File: src/rtl/dram_pkg.sv
package dram_pkg;

  typedef enum logic [2:0] {
    ST_IDLE,
    ST_WBACK,
    ST_ACT,
    ST_COL,
    ST_REF
  } ctrlState_t;

  // Strobes from the sequencer to the storage path
  typedef struct packed {
    logic capture;   // latch write byte at command acceptance
    logic storeRow;  // copy row buffer back into the array
    logic loadRow;   // copy an array row into the row buffer
    logic colRead;   // move one buffer cell to the read register
    logic colWrite;  // overwrite one buffer cell
  } dpStrobe_t;

endpackage

File: src/rtl/dram_refresh_timer.sv
module dram_refresh_timer #(
  parameter int PERIOD = 400
) (
  input  logic clk,
  input  logic rstN,
  output logic tick
);
  localparam int CNT_W = (PERIOD > 1) ? $clog2(PERIOD) : 1;

  logic [CNT_W-1:0] count;

  always_ff @(posedge clk) begin
    if (!rstN) begin
      count <= '0;
      tick  <= 1'b0;
    end else if (count == CNT_W'(PERIOD - 1)) begin
      count <= '0;
      tick  <= 1'b1;
    end else begin
      count <= count + 1'b1;
      tick  <= 1'b0;
    end
  end
endmodule

File: src/rtl/dram_seq_ctrl.sv
module dram_seq_ctrl
  import dram_pkg::*;
#(
  parameter int ROWS   = 4,
  parameter int ROW_W  = 2,
  parameter int COL_W  = 2,
  parameter int ADDR_W = 4,
  parameter int PORT_W = 2
) (
  input  logic              clk,
  input  logic              rstN,
  input  logic              reqValid,
  input  logic              reqWrite,
  input  logic [ADDR_W-1:0] reqAddr,
  input  logic              refTick,
  output logic              reqReady,
  output logic              done,
  output dpStrobe_t         strb,
  output logic [ROW_W-1:0]  arrRow,
  output logic [COL_W-1:0]  colSel,
  output logic [PORT_W-1:0] memAddr,
  output logic              rowStrobe,
  output logic              colStrobe,
  output logic              refStrobe
);
  ctrlState_t       state;
  logic             cmdWrite;
  logic [ROW_W-1:0] cmdRow;
  logic [COL_W-1:0] cmdCol;
  logic [ROW_W-1:0] openRow;
  logic [ROW_W-1:0] refRow;
  logic             bufOpen;
  logic             bufDirty;
  logic             refPending;
  logic             wbThenRef;

  logic [ROW_W-1:0] inRow;
  logic [COL_W-1:0] inCol;
  logic             accept;
  logic             rowHit;

  assign inRow  = reqAddr[ADDR_W-1:COL_W];
  assign inCol  = reqAddr[COL_W-1:0];
  assign reqReady = (state == ST_IDLE) && !refPending;
  assign accept = reqValid && reqReady;
  assign rowHit = bufOpen && (openRow == inRow);

  always_ff @(posedge clk) begin
    if (!rstN) begin
      state      <= ST_IDLE;
      cmdWrite   <= 1'b0;
      cmdRow     <= '0;
      cmdCol     <= '0;
      openRow    <= '0;
      refRow     <= '0;
      bufOpen    <= 1'b0;
      bufDirty   <= 1'b0;
      refPending <= 1'b0;
      wbThenRef  <= 1'b0;
      done       <= 1'b0;
    end else begin
      done <= 1'b0;
      if (refTick) refPending <= 1'b1;
      unique case (state)
        ST_IDLE: begin
          if (refPending) begin
            if (bufOpen && bufDirty) begin
              wbThenRef <= 1'b1;
              state     <= ST_WBACK;
            end else begin
              state <= ST_REF;
            end
          end else if (accept) begin
            cmdWrite <= reqWrite;
            cmdRow   <= inRow;
            cmdCol   <= inCol;
            if (rowHit) begin
              state <= ST_COL;
            end else if (bufOpen && bufDirty) begin
              wbThenRef <= 1'b0;
              state     <= ST_WBACK;
            end else begin
              state <= ST_ACT;
            end
          end
        end
        ST_WBACK: begin
          bufDirty <= 1'b0;
          state    <= wbThenRef ? ST_REF : ST_ACT;
        end
        ST_ACT: begin
          openRow  <= cmdRow;
          bufOpen  <= 1'b1;
          bufDirty <= 1'b0;
          state    <= ST_COL;
        end
        ST_COL: begin
          if (cmdWrite) bufDirty <= 1'b1;
          done  <= 1'b1;
          state <= ST_IDLE;
        end
        ST_REF: begin
          bufOpen  <= 1'b0;
          bufDirty <= 1'b0;
          refRow   <= (refRow == ROW_W'(ROWS - 1)) ? '0 : refRow + 1'b1;
          if (!refTick) refPending <= 1'b0;
          state <= ST_IDLE;
        end
        default: state <= ST_IDLE;
      endcase
    end
  end

  always_comb begin
    strb          = '0;
    strb.capture  = (state == ST_IDLE) && accept;
    strb.storeRow = (state == ST_WBACK);
    strb.loadRow  = (state == ST_ACT) || (state == ST_REF);
    strb.colRead  = (state == ST_COL) && !cmdWrite;
    strb.colWrite = (state == ST_COL) && cmdWrite;
  end

  always_comb begin
    unique case (state)
      ST_WBACK: arrRow = openRow;
      ST_REF:   arrRow = refRow;
      default:  arrRow = cmdRow;
    endcase
  end

  assign colSel = cmdCol;

  always_comb begin
    unique case (state)
      ST_ACT:  memAddr = PORT_W'(cmdRow);
      ST_COL:  memAddr = PORT_W'(cmdCol);
      ST_REF:  memAddr = PORT_W'(refRow);
      default: memAddr = '0;
    endcase
  end

  assign rowStrobe = (state == ST_ACT);
  assign colStrobe = (state == ST_COL);
  assign refStrobe = (state == ST_REF);
endmodule

File: src/rtl/dram_array_path.sv
module dram_array_path
  import dram_pkg::*;
#(
  parameter int ROWS  = 4,
  parameter int COLS  = 4,
  parameter int WIDTH = 8,
  parameter int ROW_W = 2,
  parameter int COL_W = 2
) (
  input  logic             clk,
  input  logic             rstN,
  input  dpStrobe_t        strb,
  input  logic [ROW_W-1:0] arrRow,
  input  logic [COL_W-1:0] colSel,
  input  logic [WIDTH-1:0] reqWdata,
  output logic [WIDTH-1:0] rdData
);
  typedef logic [COLS-1:0][WIDTH-1:0] rowWord_t;

  rowWord_t         cells [ROWS];
  rowWord_t         rowBuf;
  logic [WIDTH-1:0] wdataQ;

  // Storage and buffer carry no reset, as a real array would not
  always_ff @(posedge clk) begin
    if (strb.capture)  wdataQ <= reqWdata;
    if (strb.storeRow) cells[arrRow] <= rowBuf;
    if (strb.loadRow)  rowBuf <= cells[arrRow];
    if (strb.colWrite) rowBuf[colSel] <= wdataQ;
  end

  always_ff @(posedge clk) begin
    if (!rstN) begin
      rdData <= '0;
    end else if (strb.colRead) begin
      rdData <= rowBuf[colSel];
    end
  end
endmodule

File: src/rtl/dram_page_ctrl.sv
module dram_page_ctrl
  import dram_pkg::*;
#(
  parameter int ROWS           = 4,
  parameter int COLS           = 4,
  parameter int WIDTH          = 8,
  parameter int REFRESH_CYCLES = 400,
  localparam int ROW_W  = $clog2(ROWS),
  localparam int COL_W  = $clog2(COLS),
  localparam int ADDR_W = ROW_W + COL_W,
  localparam int PORT_W = (ROW_W > COL_W) ? ROW_W : COL_W
) (
  input  logic              clk,
  input  logic              rstN,
  input  logic              reqValid,
  output logic              reqReady,
  input  logic              reqWrite,
  input  logic [ADDR_W-1:0] reqAddr,
  input  logic [WIDTH-1:0]  reqWdata,
  output logic              done,
  output logic [WIDTH-1:0]  rdData,
  output logic [PORT_W-1:0] memAddr,
  output logic              rowStrobe,
  output logic              colStrobe,
  output logic              refStrobe
);
  dpStrobe_t        strb;
  logic [ROW_W-1:0] arrRow;
  logic [COL_W-1:0] colSel;
  logic             refTick;

  dram_refresh_timer #(.PERIOD(REFRESH_CYCLES)) u_timer (
    .clk  (clk),
    .rstN (rstN),
    .tick (refTick)
  );

  dram_seq_ctrl #(
    .ROWS(ROWS), .ROW_W(ROW_W), .COL_W(COL_W), .ADDR_W(ADDR_W), .PORT_W(PORT_W)
  ) u_ctrl (
    .clk       (clk),
    .rstN      (rstN),
    .reqValid  (reqValid),
    .reqWrite  (reqWrite),
    .reqAddr   (reqAddr),
    .refTick   (refTick),
    .reqReady  (reqReady),
    .done      (done),
    .strb      (strb),
    .arrRow    (arrRow),
    .colSel    (colSel),
    .memAddr   (memAddr),
    .rowStrobe (rowStrobe),
    .colStrobe (colStrobe),
    .refStrobe (refStrobe)
  );

  dram_array_path #(
    .ROWS(ROWS), .COLS(COLS), .WIDTH(WIDTH), .ROW_W(ROW_W), .COL_W(COL_W)
  ) u_path (
    .clk      (clk),
    .rstN     (rstN),
    .strb     (strb),
    .arrRow   (arrRow),
    .colSel   (colSel),
    .reqWdata (reqWdata),
    .rdData   (rdData)
  );
endmodule

File: config.mk
export PLATFORM = sky130hd
export DESIGN_NAME = dram_page_ctrl
export DESIGN_NICKNAME = d
export VERILOG_FILES = /design/src/rtl/dram_pkg.sv /design/src/rtl/dram_refresh_timer.sv /design/src/rtl/dram_seq_ctrl.sv /design/src/rtl/dram_array_path.sv /design/src/rtl/dram_page_ctrl.sv
export SDC_FILE = /design/constraint.sdc
export NUM_CORES = 1
export LEC_CHECK = 0
export CORE_AREA = 10 10 123 125
export CTS_BUF_LIST = sky130_fd_sc_hd__clkbuf_8
export CTS_CLUSTER_SIZE = 24
export DETAILED_ROUTE_END_ITERATION = 6
export DIE_AREA = 0 0 133 135
export PLACE_DENSITY_LB_ADDON = 0.3
export REMOVE_ABC_BUFFERS = 1
export SYNTH_ARGS = -nofsm -noshare
export SYNTH_HDL_FRONTEND = slang
export SYNTH_SLANG_ARGS = --single-unit
File: constraint.sdc
create_clock -name clk -period 11.93 [get_ports clk]
set_input_delay 1.193 -clock clk [delete_from_list [all_inputs] [get_ports clk]]
set_output_delay 1.193 -clock clk [all_outputs]
set_load 0.05 [all_outputs]
**Word level (Yosys, flattened, before mapping)**

Memory sizes are Yosys's and may differ from the RTL's.
Cells that the tools add are included.

- Bitwise operators: 2
- Equality and inequality tests: 12
- Order comparisons: 2
- Add/sub/neg operators: 2
- Mux-type cells: 32
- Reductions and logical operators: 20

Operator list:

| cell | count |
|---|---|
| $mux W32 | 2 |
| $bwmux W32 | 1 |
| $bmux W8 S2 | 1 |
| $demux W8 S2 | 1 |
| $mux W8 | 2 |
| $mux W3 | 5 |
| $mux W1 | 13 |
| $add A9 B1 Y9 const B | 1 |
| $eq A9 B9 Y1 const B | 1 |
| $pmux W3 S3 | 1 |
| $logic_and A1 B1 Y1 | 8 |
| $eq A3 B2 Y1 const B | 2 |
| $pmux W2 S3 | 1 |
| $reduce_bool A2 Y1 | 3 |
| $reduce_and A5 Y1 | 1 |
| $mux W2 | 2 |
| $ne A2 B1 Y1 const B | 2 |
| $pmux W1 S2 | 2 |
| $pmux W2 S2 | 1 |
| $eq A3 B1 Y1 const B | 1 |
| $eq A3 B3 Y1 const B | 1 |
| $logic_not A3 Y1 | 1 |
| $lt A2 B3 Y1 const B | 1 |
| $ne A3 B1 Y1 const B | 1 |
| other kinds (13) | 15 |

- Memories: 1
- Word-level logic and storage cells: 90
- Input port bits: 16
- RAM bits: 128
- Register bits after elaboration: 75
- Output and inout port bits: 15

Memory list:

| name | words | bits a word | read ports | clocked after Yosys merged registers in | write ports | line | RTL |
|---|---|---|---|---|---|---|---|
| u_path.cells | 4 | 32 | 1 | 0 | 1 | dram_array_path.sv:20 | `rowWord_t cells [ROWS];` |

**Longest topological paths before layout**

Gate-level depths: netlist of run 1.

- Depth after elaboration: 6
- Mapped depth: 9

**Hierarchy**

From an unflattened synthesis of run 1, not the netlist that was laid out.

- Cells, all modules: 522
- Area total of the unflattened synthesis: 8,084.0 µm²

By module, submodules not included:

| module | area an instance (µm²) | instances | cells an instance |
|---|---|---|---|
| dram_array_path | 6,730.2 | 1 | 367 |
| dram_seq_ctrl | 927.1 | 1 | 108 |
| dram_refresh_timer | 426.7 | 1 | 47 |

**Worst setup path after synthesis of run 1**

Ideal clock, no wire load.

- Path type: register -> register
- From: reg u_ctrl.state[2]
- To: mem u_path.cells[0][0] (netlist bit) (enable)
- Buffers on the path: 2
- Cell stages (with the launch flop): 7
- Required time: 11,462 ps
- Data arrival time: 3,596 ps
- Setup time: 468 ps
- Slack: 7,866 ps
- Cell sequence: dfxtp_1 -> buf_4 -> clkbuf_1 -> o311ai_0 -> o21ai_0 -> o21ai_0 -> nor3b_1

- Cells in the longest elaborated chain, start to end: 3
- Elaborated cells on any way between the ends: 5
- Those cells by class: 2 x eq/ne; 3 x mux

RTL lines:

| what | line | RTL |
|---|---|---|
| start: declaration | dram_seq_ctrl.sv:26 | `ctrlState_t state;` |
| start signal: assignment | dram_seq_ctrl.sv:89 | `state <= wbThenRef ? ST_REF : ST_ACT;` |
| $eq A3 B1 Y1 | dram_seq_ctrl.sv:117, dram_seq_ctrl.sv:124 |  |
| $mux W1 | dram_array_path.sv:27 | `if (strb.storeRow) cells[arrRow] <= rowBuf;` |
| $mux W1 (implied by the code) | dram_array_path.sv:27 |  |
| end: declaration | dram_array_path.sv:20 |  |

Parallel ways exist; a longest one is shown, timed or not.

**Final worst setup path of run 1**

- From: reg u_ctrl.state[0]
- To: out memAddr[0]

- Cells in the longest elaborated chain, start to end: 2
- Elaborated cells on any way between the ends: 4
- Those cells by class: 3 x eq/ne; 1 x mux

RTL lines:

| what | line | RTL |
|---|---|---|
| $eq A3 B3 Y1 or $eq A3 B2 Y1 (tied branches) | dram_seq_ctrl.sv:134 | `unique case (state)` |
| $pmux W2 S3 * | dram_seq_ctrl.sv:134 |  |
| end: declaration | dram_page_ctrl.sv:22 | `output logic [PORT_W-1:0] memAddr,` |

Every way passes the cells marked *; elsewhere a longest branch is shown, timed or not.

==> results.json, run 1 <==
{
  "status": "completed",
  "synthXorXnorAreaFrac_pct": 0.868,
  "drc_errors": 0,
  "yosysWarnings": 0,
  "cap_violations": 0,
  "dp.cells": 767,
  "use_met1_pct": 25.3,
  "drt.antenna.violating_nets": 0,
  "async_flop_share_pct": 0,
  "core_mm2": 0.0126,
  "ys_types": 49,
  "cts_num_sinks": 203,
  "hold_class": "reg -> reg",
  "row_count": 41,
  "dieArea_mm2": 0.0180,
  "cts_hold_buffers": 0,
  "drtIter0Drc": 501,
  "synth_top_family_by_area": "compound AO/OA/AOI/OAI gates",
  "numCtsBuffers": 31,
  "vias": 5111,
  "final_nets": 646,
  "hpwl_mm": 9.66,
  "syn_inst": 595,
  "n_antenna_cell": 0,
  "seq_area_frac_synth_pct": 67.2,
  "worstSetupStartpointType": "flop",
  "grt_max_degree": 65,
  "global_route.usage.total_pct": 19.4,
  "die_h_um": 135,
  "fillers": 823,
  "synthSimpleGateAreaFrac_pct": 9.97,
  "synthAdderAreaFrac_pct": 0.310,
  "setup_viol": 0,
  "pin_count": 31,
  "whs_path_depth": 1,
  "reg2reg_depth": 6,
  "clkLatencyLatePin_ns": 0.54,
  "ctsHtreeMaxLevel": 1,
  "rrSetupSlack_ns": 8.91,
  "worst-path-max-fanout": 24,
  "cp.required_ns": 10.74,
  "maxSlewHeadroom_pct": 27.9,
  "crit_type": "reg -> out",
  "postCtsResizedCells": 0,
  "leakagePower_nw": 3.20,
  "finalCritPeriodShare_pct": 34.4,
  "grt_util_met3_pct": 3.93,
  "grt_pass1_wl_mm": 28.1,
  "grt.busiest_layer": "met2",
  "area_growth_pct": 13.0,
  "clock-root-buffer": "clkbuf_8",
  "power.density_mw_per_mm2": 182,
  "hold_violations": 0,
  "period_minus_slack_ns": 4.11,
  "routed_wl_mm": 17.4,
  "muxShareOfSynthArea_pct": 7.63,
  "grt_pass1_vias": 5140,
  "io_buffers": 30,
  "ys.flop_type": "edfxtp_1",
  "synth_edf_count": 136,
  "ir_drop_mv": 0.106,
  "drive_gt1_share_pct": 11.2,
  "initial_core_util_pct": 64.2,
  "use_met2_pct": 32.0,
  "setup_ws_ns": 7.82,
  "cts_buffer_depth": 3,
  "fin_skew_ns": 0.0123,
  "via_per_inst": 6.21,
  "finalSetupTns_ns": 0,
  "syn_area_per_cell_um2": 13.6,
  "synth_compound_area_share_pct": 11.4,
  "cts_tree": "built",
  "rsz0062_at_grt": "no",
  "first_pass_iters": 5,
  "drt-wirelength-per-cell_um": 21.1,
  "worst_slew_pin_slew_ns": 1.08,
  "end_kind": "output pin",
  "grt.overflow.total": 0,
  "ys_ff_latch": 203,
  "die_x_um": 133,
  "gp_congestion": 0.836,
  "stdcell_count": 823,
  "syn_area_mm2": 0.00807,
  "post-place-ws_ns": 8.46,
  "clkTransAtPathRegs_ns": 0.06,
  "slew_violations": 0,
  "fmax_ghz": 0.243,
  "critPathArrivalTime_ns": 2.91,
  "cts_setup_buffers": 0,
  "grt_antenna_before_repair": 0
}
-- cells in the mapped netlist (all sizes together) (4+ instances only) --
master   number  area [um^2]
xnor2         4         35.0
a31oi        64          400
nor3          5         36.3
nand3         7         35.0
nand2        26         97.6
o21ai         8         40.0
edfxtp      136         4080
and3         33          206
mux4          8          180
clkbuf       18         67.6
a21oi         9         45.0
mux2i        42          420
inv           5         18.8
nand4         4         25.0
a21boi        8         60.1
nor2         51          194
xor2          4         35.0
buf          21          118
a2bb2oi      31          272
nor2b        14         87.6
dfxtp        67         1340
-- cells by family (layout without fill, tap and decap cells) --
family          count (synthesis)  in the layout
mux                            51             51
fa+ha+maj                       2              2
simple gates                  155            155
buf+inv                        44            100
xor+xnor                        8              8
compound gates                132            132
flops                         203            203
-- worst max-delay path, stage by stage, from the launching register on --
cell and delay, ns:
dfxtp_1 0.84, nand2_1 0.27, nor2_1 0.28, a21o_1 0.18, clkdlybuf4s50_1 0.81
-- stage by stage --
stage	total power, mW	utilization (%)	instance area, um^2	hold slack (ns)
2_1_floorplan	1.05	-	7880	0.418
3_3_place_gp	1.12	67.8	8520	0.430
3_5_place_dp	1.13	67.8	8520	0.440
4_1_cts	1.66	72.5	9120	0.453
5_1_grt	1.72	72.5	9120	0.472
6_report	1.66	72.5	9120	0.446
-- cells in the final DEF, fill, tap and decap left out, types with 2 or more instances in the layout --
cell and instances:
a21boi_0 8, a21oi_1 8, a2bb2oi_1 31, a31oi_1 64, and2_1 2, and3_1 33, buf_4 9, clkbuf_8 38
clkdlybuf4s50_1 30, clkinv_1 2, clkinv_2 3, dfxtp_1 67, edfxtp_1 136, ha_1 2, inv_1 18, mux2i_1 42
mux4_2 8, nand2_1 26, nand2b_1 2, nand3_1 7, nand4_1 4, nand4b_1 2, nor2_1 49, nor2b_1 13
nor3_1 3, nor4_1 2, o21ai_0 7, o21bai_1 2, xnor2_1 4, xor2_1 4
-- report_power, final --
| group | switching (mW) | internal [mW] | leakage [nW] | total (mW) |
|---|---|---|---|---|
| Sequential | 0.0812 | 0.854 | 1.79 | 0.935 |
| Combinational | 0.0933 | 0.0903 | 1.05 | 0.184 |
| Clock | 0.251 | 0.285 | 0.357 | 0.537 |
-- final timing paths --
check	startpoint	end
max	u_ctrl.state[0]$_SDFFE_PN0P_	memAddr[0]
min	u_timer.count[0]$_SDFF_PP0_	u_timer.count[0]$_SDFF_PP0_
max reg2reg	u_ctrl.state[2]$_SDFFE_PN0P_	u_path.cells[0][30]$_DFFE_PP_
min reg2reg	u_timer.count[0]$_SDFF_PP0_	u_timer.count[0]$_SDFF_PP0_
-- metal layers --
layer / vias up / routed length [um]
met5: - / 0
met4: 0 / 372
met3: 36 / 1190
met2: 194 / 8460
met1: 2531 / 7390
li1: 2350 / -
-- final cells by class --
| cell class | count | area [um^2] | area share [%] |
|---|---|---|---|
| timing repair buffer | 39 | 368 | 4.04 |
| clock inverter | 18 | 71.3 | 0.782 |
| sequential | 203 | 5430 | 59.5 |
| inverter | 5 | 18.8 | 0.206 |
| tap | 172 | 215 | 2.36 |
| clock buffer | 38 | 523 | 5.74 |
| multi-input combinational | 348 | 2490 | 27.4 |
-- flip-flops by register name, indices dropped and copies added (netlist names) --
signal and flops:
u_timer.tick 1, u_ctrl.colSel 2, u_path.rowBuf 32, u_ctrl.cmdRow 2, u_ctrl.state 3, u_path.cells 128, u_path.wdataQ 8, u_timer.count 9
u_ctrl.openRow 2, u_ctrl.wbThenRef 1, u_ctrl.bufDirty 1, u_path.rdData 8, u_ctrl.refPending 1, u_ctrl.bufOpen 1, u_ctrl.cmdWrite 1, u_ctrl.done 1
u_ctrl.refRow 2
No activity file was read; power rests on OpenSTA's default activity.
==> run 2, diff against run 1 <==
Settings changed: CORE_AREA 10 10 123 125 to 10 10 125 127, DIE_AREA 0 0 133 135 to 0 0 135 137.
Clock period 11.93 ns to 4.3 ns, I/O delays scaled along.
==> results.json, run 2 (synthesis gave the netlist of run 1 again) <==
{
  "setup_viol": 0,
  "die_x_um": 135,
  "vias": 5162,
  "cts_hold_buffers": 0,
  "drc_errors": 0,
  "finalCritPeriodShare_pct": 78.7,
  "r2r-end": "u_path.rowBuf[3]$_DFF_P_",
  "grt.overflow.total": 0,
  "clkTransAtPathRegs_ns": 0.06,
  "worstSetupStartpointType": "flop",
  "power.density_mw_per_mm2": 494,
  "gp_congestion": 0.794,
  "clkLatencyLatePin_ns": 0.55,
  "finalSetupTns_ns": 0,
  "dp.cells": 775,
  "via_per_inst": 6.20,
  "largest_reg_flops": 128,
  "cap_violations": 0,
  "reg.largest.list": "u_path.cells: 128 flops, u_path.rowBuf: 32 flops, u_timer.count: 9 flops",
  "setup_ws_ns": 0.916,
  "post-place-ws_ns": 1.53,
  "whs_path_depth": 1,
  "grt_pass1_vias": 5199,
  "fmax_ghz": 0.296,
  "core_mm2": 0.0131,
  "status": "completed",
  "end_kind": "output pin",
  "drive_gt1_share_pct": 11.4,
  "largest_register": "u_path.cells",
  "cts_tree": "built",
  "routed_wl_mm": 17.6,
  "grt_max_degree": 64,
  "die_h_um": 137,
  "postCtsResizedCells": 0,
  "area_growth_pct": 13.2,
  "slew_violations": 0,
  "rsz0062_at_grt": "no",
  "maxSlewHeadroom_pct": 27.8,
  "period_minus_slack_ns": 3.38,
  "stdcell_count": 832,
  "rrSetupSlack_ns": 1.46,
  "worst_r2r_startpoint": "u_ctrl.state[0]$_SDFFE_PN0P_",
  "worst-path-max-fanout": 24,
  "numCtsBuffers": 31,
  "reg2reg_depth": 6,
  "fin_skew_ns": 0.0167,
  "cts_num_sinks": 203,
  "critPathArrivalTime_ns": 2.95,
  "row_count": 42,
  "ctsHtreeMaxLevel": 1,
  "grt_antenna_before_repair": 0,
  "final_common_cell": "edfxtp_1",
  "drtIter0Drc": 572,
  "dieArea_mm2": 0.0185,
  "cts_setup_buffers": 0,
  "final_cell_mix": "edfxtp_1, dfxtp_1, a31oi_1",
  "drt-wirelength-per-cell_um": 21.1,
  "grt_pass1_wl_mm": 27.4,
  "hold_violations": 0,
  "hold_class": "in -> reg",
  "min-delay-start": "reqWdata[7]",
  "final_nets": 650,
  "whs_ns": 0.442,
  "finalPower_mw": 4.51,
  "n_antenna_cell": 0,
  "first_pass_iters": 6,
  "cp.required_ns": 3.87,
  "hpwl_mm": 9.72,
  "global_route.usage.total_pct": 18.9,
  "leakagePower_nw": 3.19,
  "clock-root-buffer": "clkbuf_8",
  "initial_core_util_pct": 61.7,
  "crit_path_start": "u_ctrl.state[0]$_SDFFE_PN0P_",
  "pin_count": 31,
  "min_to": "u_path.wdataQ[7]$_DFFE_PP_",
  "ir_drop_mv": 0.342,
  "io_buffers": 30,
  "cts_buffer_depth": 3,
  "worst_slew_pin_slew_ns": 1.08,
  "crit_type": "reg -> out",
  "drt.antenna.violating_nets": 0
}
## run 2: critical path, stage by stage, from the launching register on
cell and delay [ns]:
dfxtp_1 0.85, nand2_1 0.29, nor2_1 0.31, a21o_1 0.16
clkdlybuf4s50_1 0.80
## run 2: how the worst max path moves through the flow
stage                               endpoint
4_1_cts                           memAddr[0]
2_1_floorplan   u_path.cells[0][0]$_DFFE_PP_
5_1_grt                           memAddr[0]
6_report                          memAddr[0]
3_3_place_gp   u_path.cells[2][22]$_DFFE_PP_
3_5_place_dp        u_path.rowBuf[3]$_DFF_P_
## run 2: stage by stage
| stage | utilization (%) | cell area [um^2] |
|---|---|---|
| 2_1_floorplan | - | 7880 |
| 3_3_place_gp | 65.5 | 8580 |
| 3_5_place_dp | 65.5 | 8580 |
| 4_1_cts | 69.8 | 9130 |
| 5_1_grt | 69.8 | 9130 |
| 6_report | 69.8 | 9130 |
## run 2: power by group
part	total [mW]	switching, mW	internal (mW)	leakage (nW)
registers	2.58	0.211	2.37	1.79
logic	0.527	0.271	0.257	1.07
clock network	1.40	0.697	0.706	0.319
total	4.51	1.18	3.33	3.19
## run 2: area by class of cell
class                   instances  area (um^2)
flip-flops and latches        203         5430
fillers                       865         3960
multi-input cells             348         2500
clock buffers                  33          454
repair buffers                 43          410
well taps                     176          220
clock inverters                24         97.6
inverters                       5         18.8
## run 2: per-layer routing
layer  vias to the layer above  part of all wire, %  global-route usage (%)  wire, um
met3                        33                  7.0                    3.48      1230
met2                       195                   49                    30.8      8600
met4                         0                  2.0                    6.22       354
li1                       2365                    -                       -         -
met1                      2569                   42                    25.0      7370
met5                         -                    0                       0         0
==> run 3, diff against run 2 <==
Settings changed: CORE_AREA 10 10 125 127 to 10 10 130 132, DIE_AREA 0 0 135 137 to 0 0 140 142.
Clock period 4.3 ns to 3.05 ns, I/O delays scaled along.
==> results.json, run 3 (synthesis gave the netlist of run 1 again) <==
{
  "cts_num_sinks": 203,
  "numCtsBuffers": 31,
  "setup_viol": 0,
  "grt_pass1_wl_mm": 27.6,
  "multiInputGateArea_mm2": 0.00249,
  "final_cell_mix": "edfxtp_1, dfxtp_1, a31oi_1",
  "die_x_um": 140,
  "grt.overflow.total": 0,
  "critPathArrivalTime_ns": 2.57,
  "setup_ws_ns": 0.174,
  "leakagePower_nw": 3.27,
  "pin_count": 31,
  "placed_cell_area_mm2": 0.00862,
  "fillers": 1067,
  "worstSetupStartpointType": "flop",
  "cp.required_ns": 2.74,
  "area_growth_pct": 15.2,
  "cap_violations": 0,
  "largest_register": "u_path.cells",
  "clkTransAtPathRegs_ns": 0.06,
  "n_antenna_cell": 0,
  "cp_slowest_cell": "clkdlybuf4s50_1",
  "final_util_pct": 64.9,
  "drc_errors": 0,
  "maxSlewHeadroom_pct": 30.5,
  "period_minus_slack_ns": 2.88,
  "power.density_mw_per_mm2": 719,
  "io_buffers": 30,
  "drt.antenna.violating_nets": 0,
  "drt-wirelength-per-cell_um": 21.1,
  "design_area_mm2": 0.00929,
  "critical-path-top-delay-family": "buffers and inverters",
  "dieArea_mm2": 0.0199,
  "cts_hold_buffers": 0,
  "row_count": 44,
  "post-place-ws_ns": 0.346,
  "ir_drop_mv": 0.440,
  "grt_pass1_vias": 5208,
  "slew_violations": 0,
  "crit_type": "reg -> out",
  "fmax_ghz": 0.348,
  "first_pass_iters": 4,
  "status": "completed",
  "hold_violations": 0,
  "drive_gt1_share_pct": 13.6,
  "reg2reg_depth": 7,
  "die_h_um": 142,
  "cp_cell_sequence": "buf_4, inv_1, nor2_1, a21oi_1, o21ai_0, clkdlybuf4s50_1",
  "path_buf_inv": 3,
  "whs_path_depth": 1,
  "global_route.usage.total_pct": 17.4,
  "core_mm2": 0.0143,
  "worst_slew_pin_slew_ns": 1.04,
  "max_stage_delay_ns": 0.85,
  "cts_tree": "built",
  "finalPower_mw": 6.68,
  "largest_reg_flops": 128,
  "worst-path-max-fanout": 15,
  "initial_core_util_pct": 56.4,
  "via_per_inst": 6.09,
  "grt_antenna_before_repair": 0,
  "final_nets": 658,
  "vias": 5161,
  "routed_wl_mm": 17.9,
  "reg.largest.list": "u_path.cells: 128 flops, u_path.rowBuf: 32 flops, u_timer.count: 9 flops",
  "gp_congestion": 0.858,
  "drtIter0Drc": 349,
  "ctsHtreeMaxLevel": 1,
  "hpwl_mm": 10.0,
  "finalCritPeriodShare_pct": 94.3,
  "grt_max_degree": 64,
  "end_kind": "output pin",
  "critical_path_depth": 6,
  "clock-root-buffer": "clkbuf_8",
  "rsz0062_at_grt": "no",
  "fin_skew_ns": 0.0321,
  "hold_class": "in -> reg",
  "final_common_cell": "edfxtp_1",
  "seqCellArea_mm2": 0.00543,
  "cts_buffer_depth": 3,
  "clkLatencyLatePin_ns": 0.57
}
[run 3: changes by cell type in the layout (fill, tap and decap cells not counted), sizes merged]
| cell | change |
|---|---|
| clkbuf | +4 |
| clkinv | -7 |
| bufinv | +2 |
| buf | +8 |
| inv | +1 |
[run 3: worst reg2reg max path: stages, from the launching register on]
cell and delay, ns:
dfxtp_1 0.31, buf_4 0.18, o21ba_2 0.29, o32a_2 0.67, buf_4 0.35, mux2i_1 0.23
a2bb2oi_1 0.19, a31oi_1 0.10
[run 3: final timing paths]
check	endpoint	slack, ns	startpoint
hold / removal	u_path.wdataQ[7]$_DFFE_PP_	0.29	reqWdata[7]
setup / recovery	memAddr[1]	0.17	u_ctrl.state[1]$_SDFFE_PN0P_
setup reg to reg	u_path.rowBuf[23]$_DFF_P_	0.60	u_ctrl.state[1]$_SDFFE_PN0P_
hold reg to reg	u_timer.count[0]$_SDFF_PP0_	0.46	u_timer.count[0]$_SDFF_PP0_
[run 3: layer usage]
metal,global-route usage (%),vias up,part of all wire [%]
met5,0,-,0
li1,-,2387,-
met1,21.7,2540,43
met3,4.41,42,7.2
met2,28.3,192,47
met4,7.28,0,2.9
[run 3: per-stage QoR]
stage / setup TNS (ns) / hold slack [ns] / instances
2_1_floorplan: -62.75 / 0.404 / 556
3_3_place_gp: 0 / 0.428 / 788
3_5_place_dp: 0 / 0.454 / 788
4_1_cts: 0 / 0.282 / 845
5_1_grt: 0 / 0.276 / 848
6_report: 0 / 0.289 / 848
[run 3: timing repair]
item | CTS | global route
buffers inserted | 0 | 3
cloned | 0 | 0
endpoints found under the setup margin | 1 | 1
resized for setup | 1 | 1
[run 3: layout make-up]
cell class,instances,area share [%]
well taps,184,2.48
clock inverters,20,1.44
inverters,5,0.202
flip-flops and latches,203,58.4
repair buffers,51,5.20
clock buffers,37,5.48
multi-input cells,348,26.8
[run 3: power breakdown]
group | leakage, nW | internal [mW] | switching (mW) | total (mW)
Sequential | 1.79 | 3.34 | 0.288 | 3.63
Clock | 0.368 | 1.27 | 1.02 | 2.29
Combinational | 1.11 | 0.376 | 0.388 | 0.765
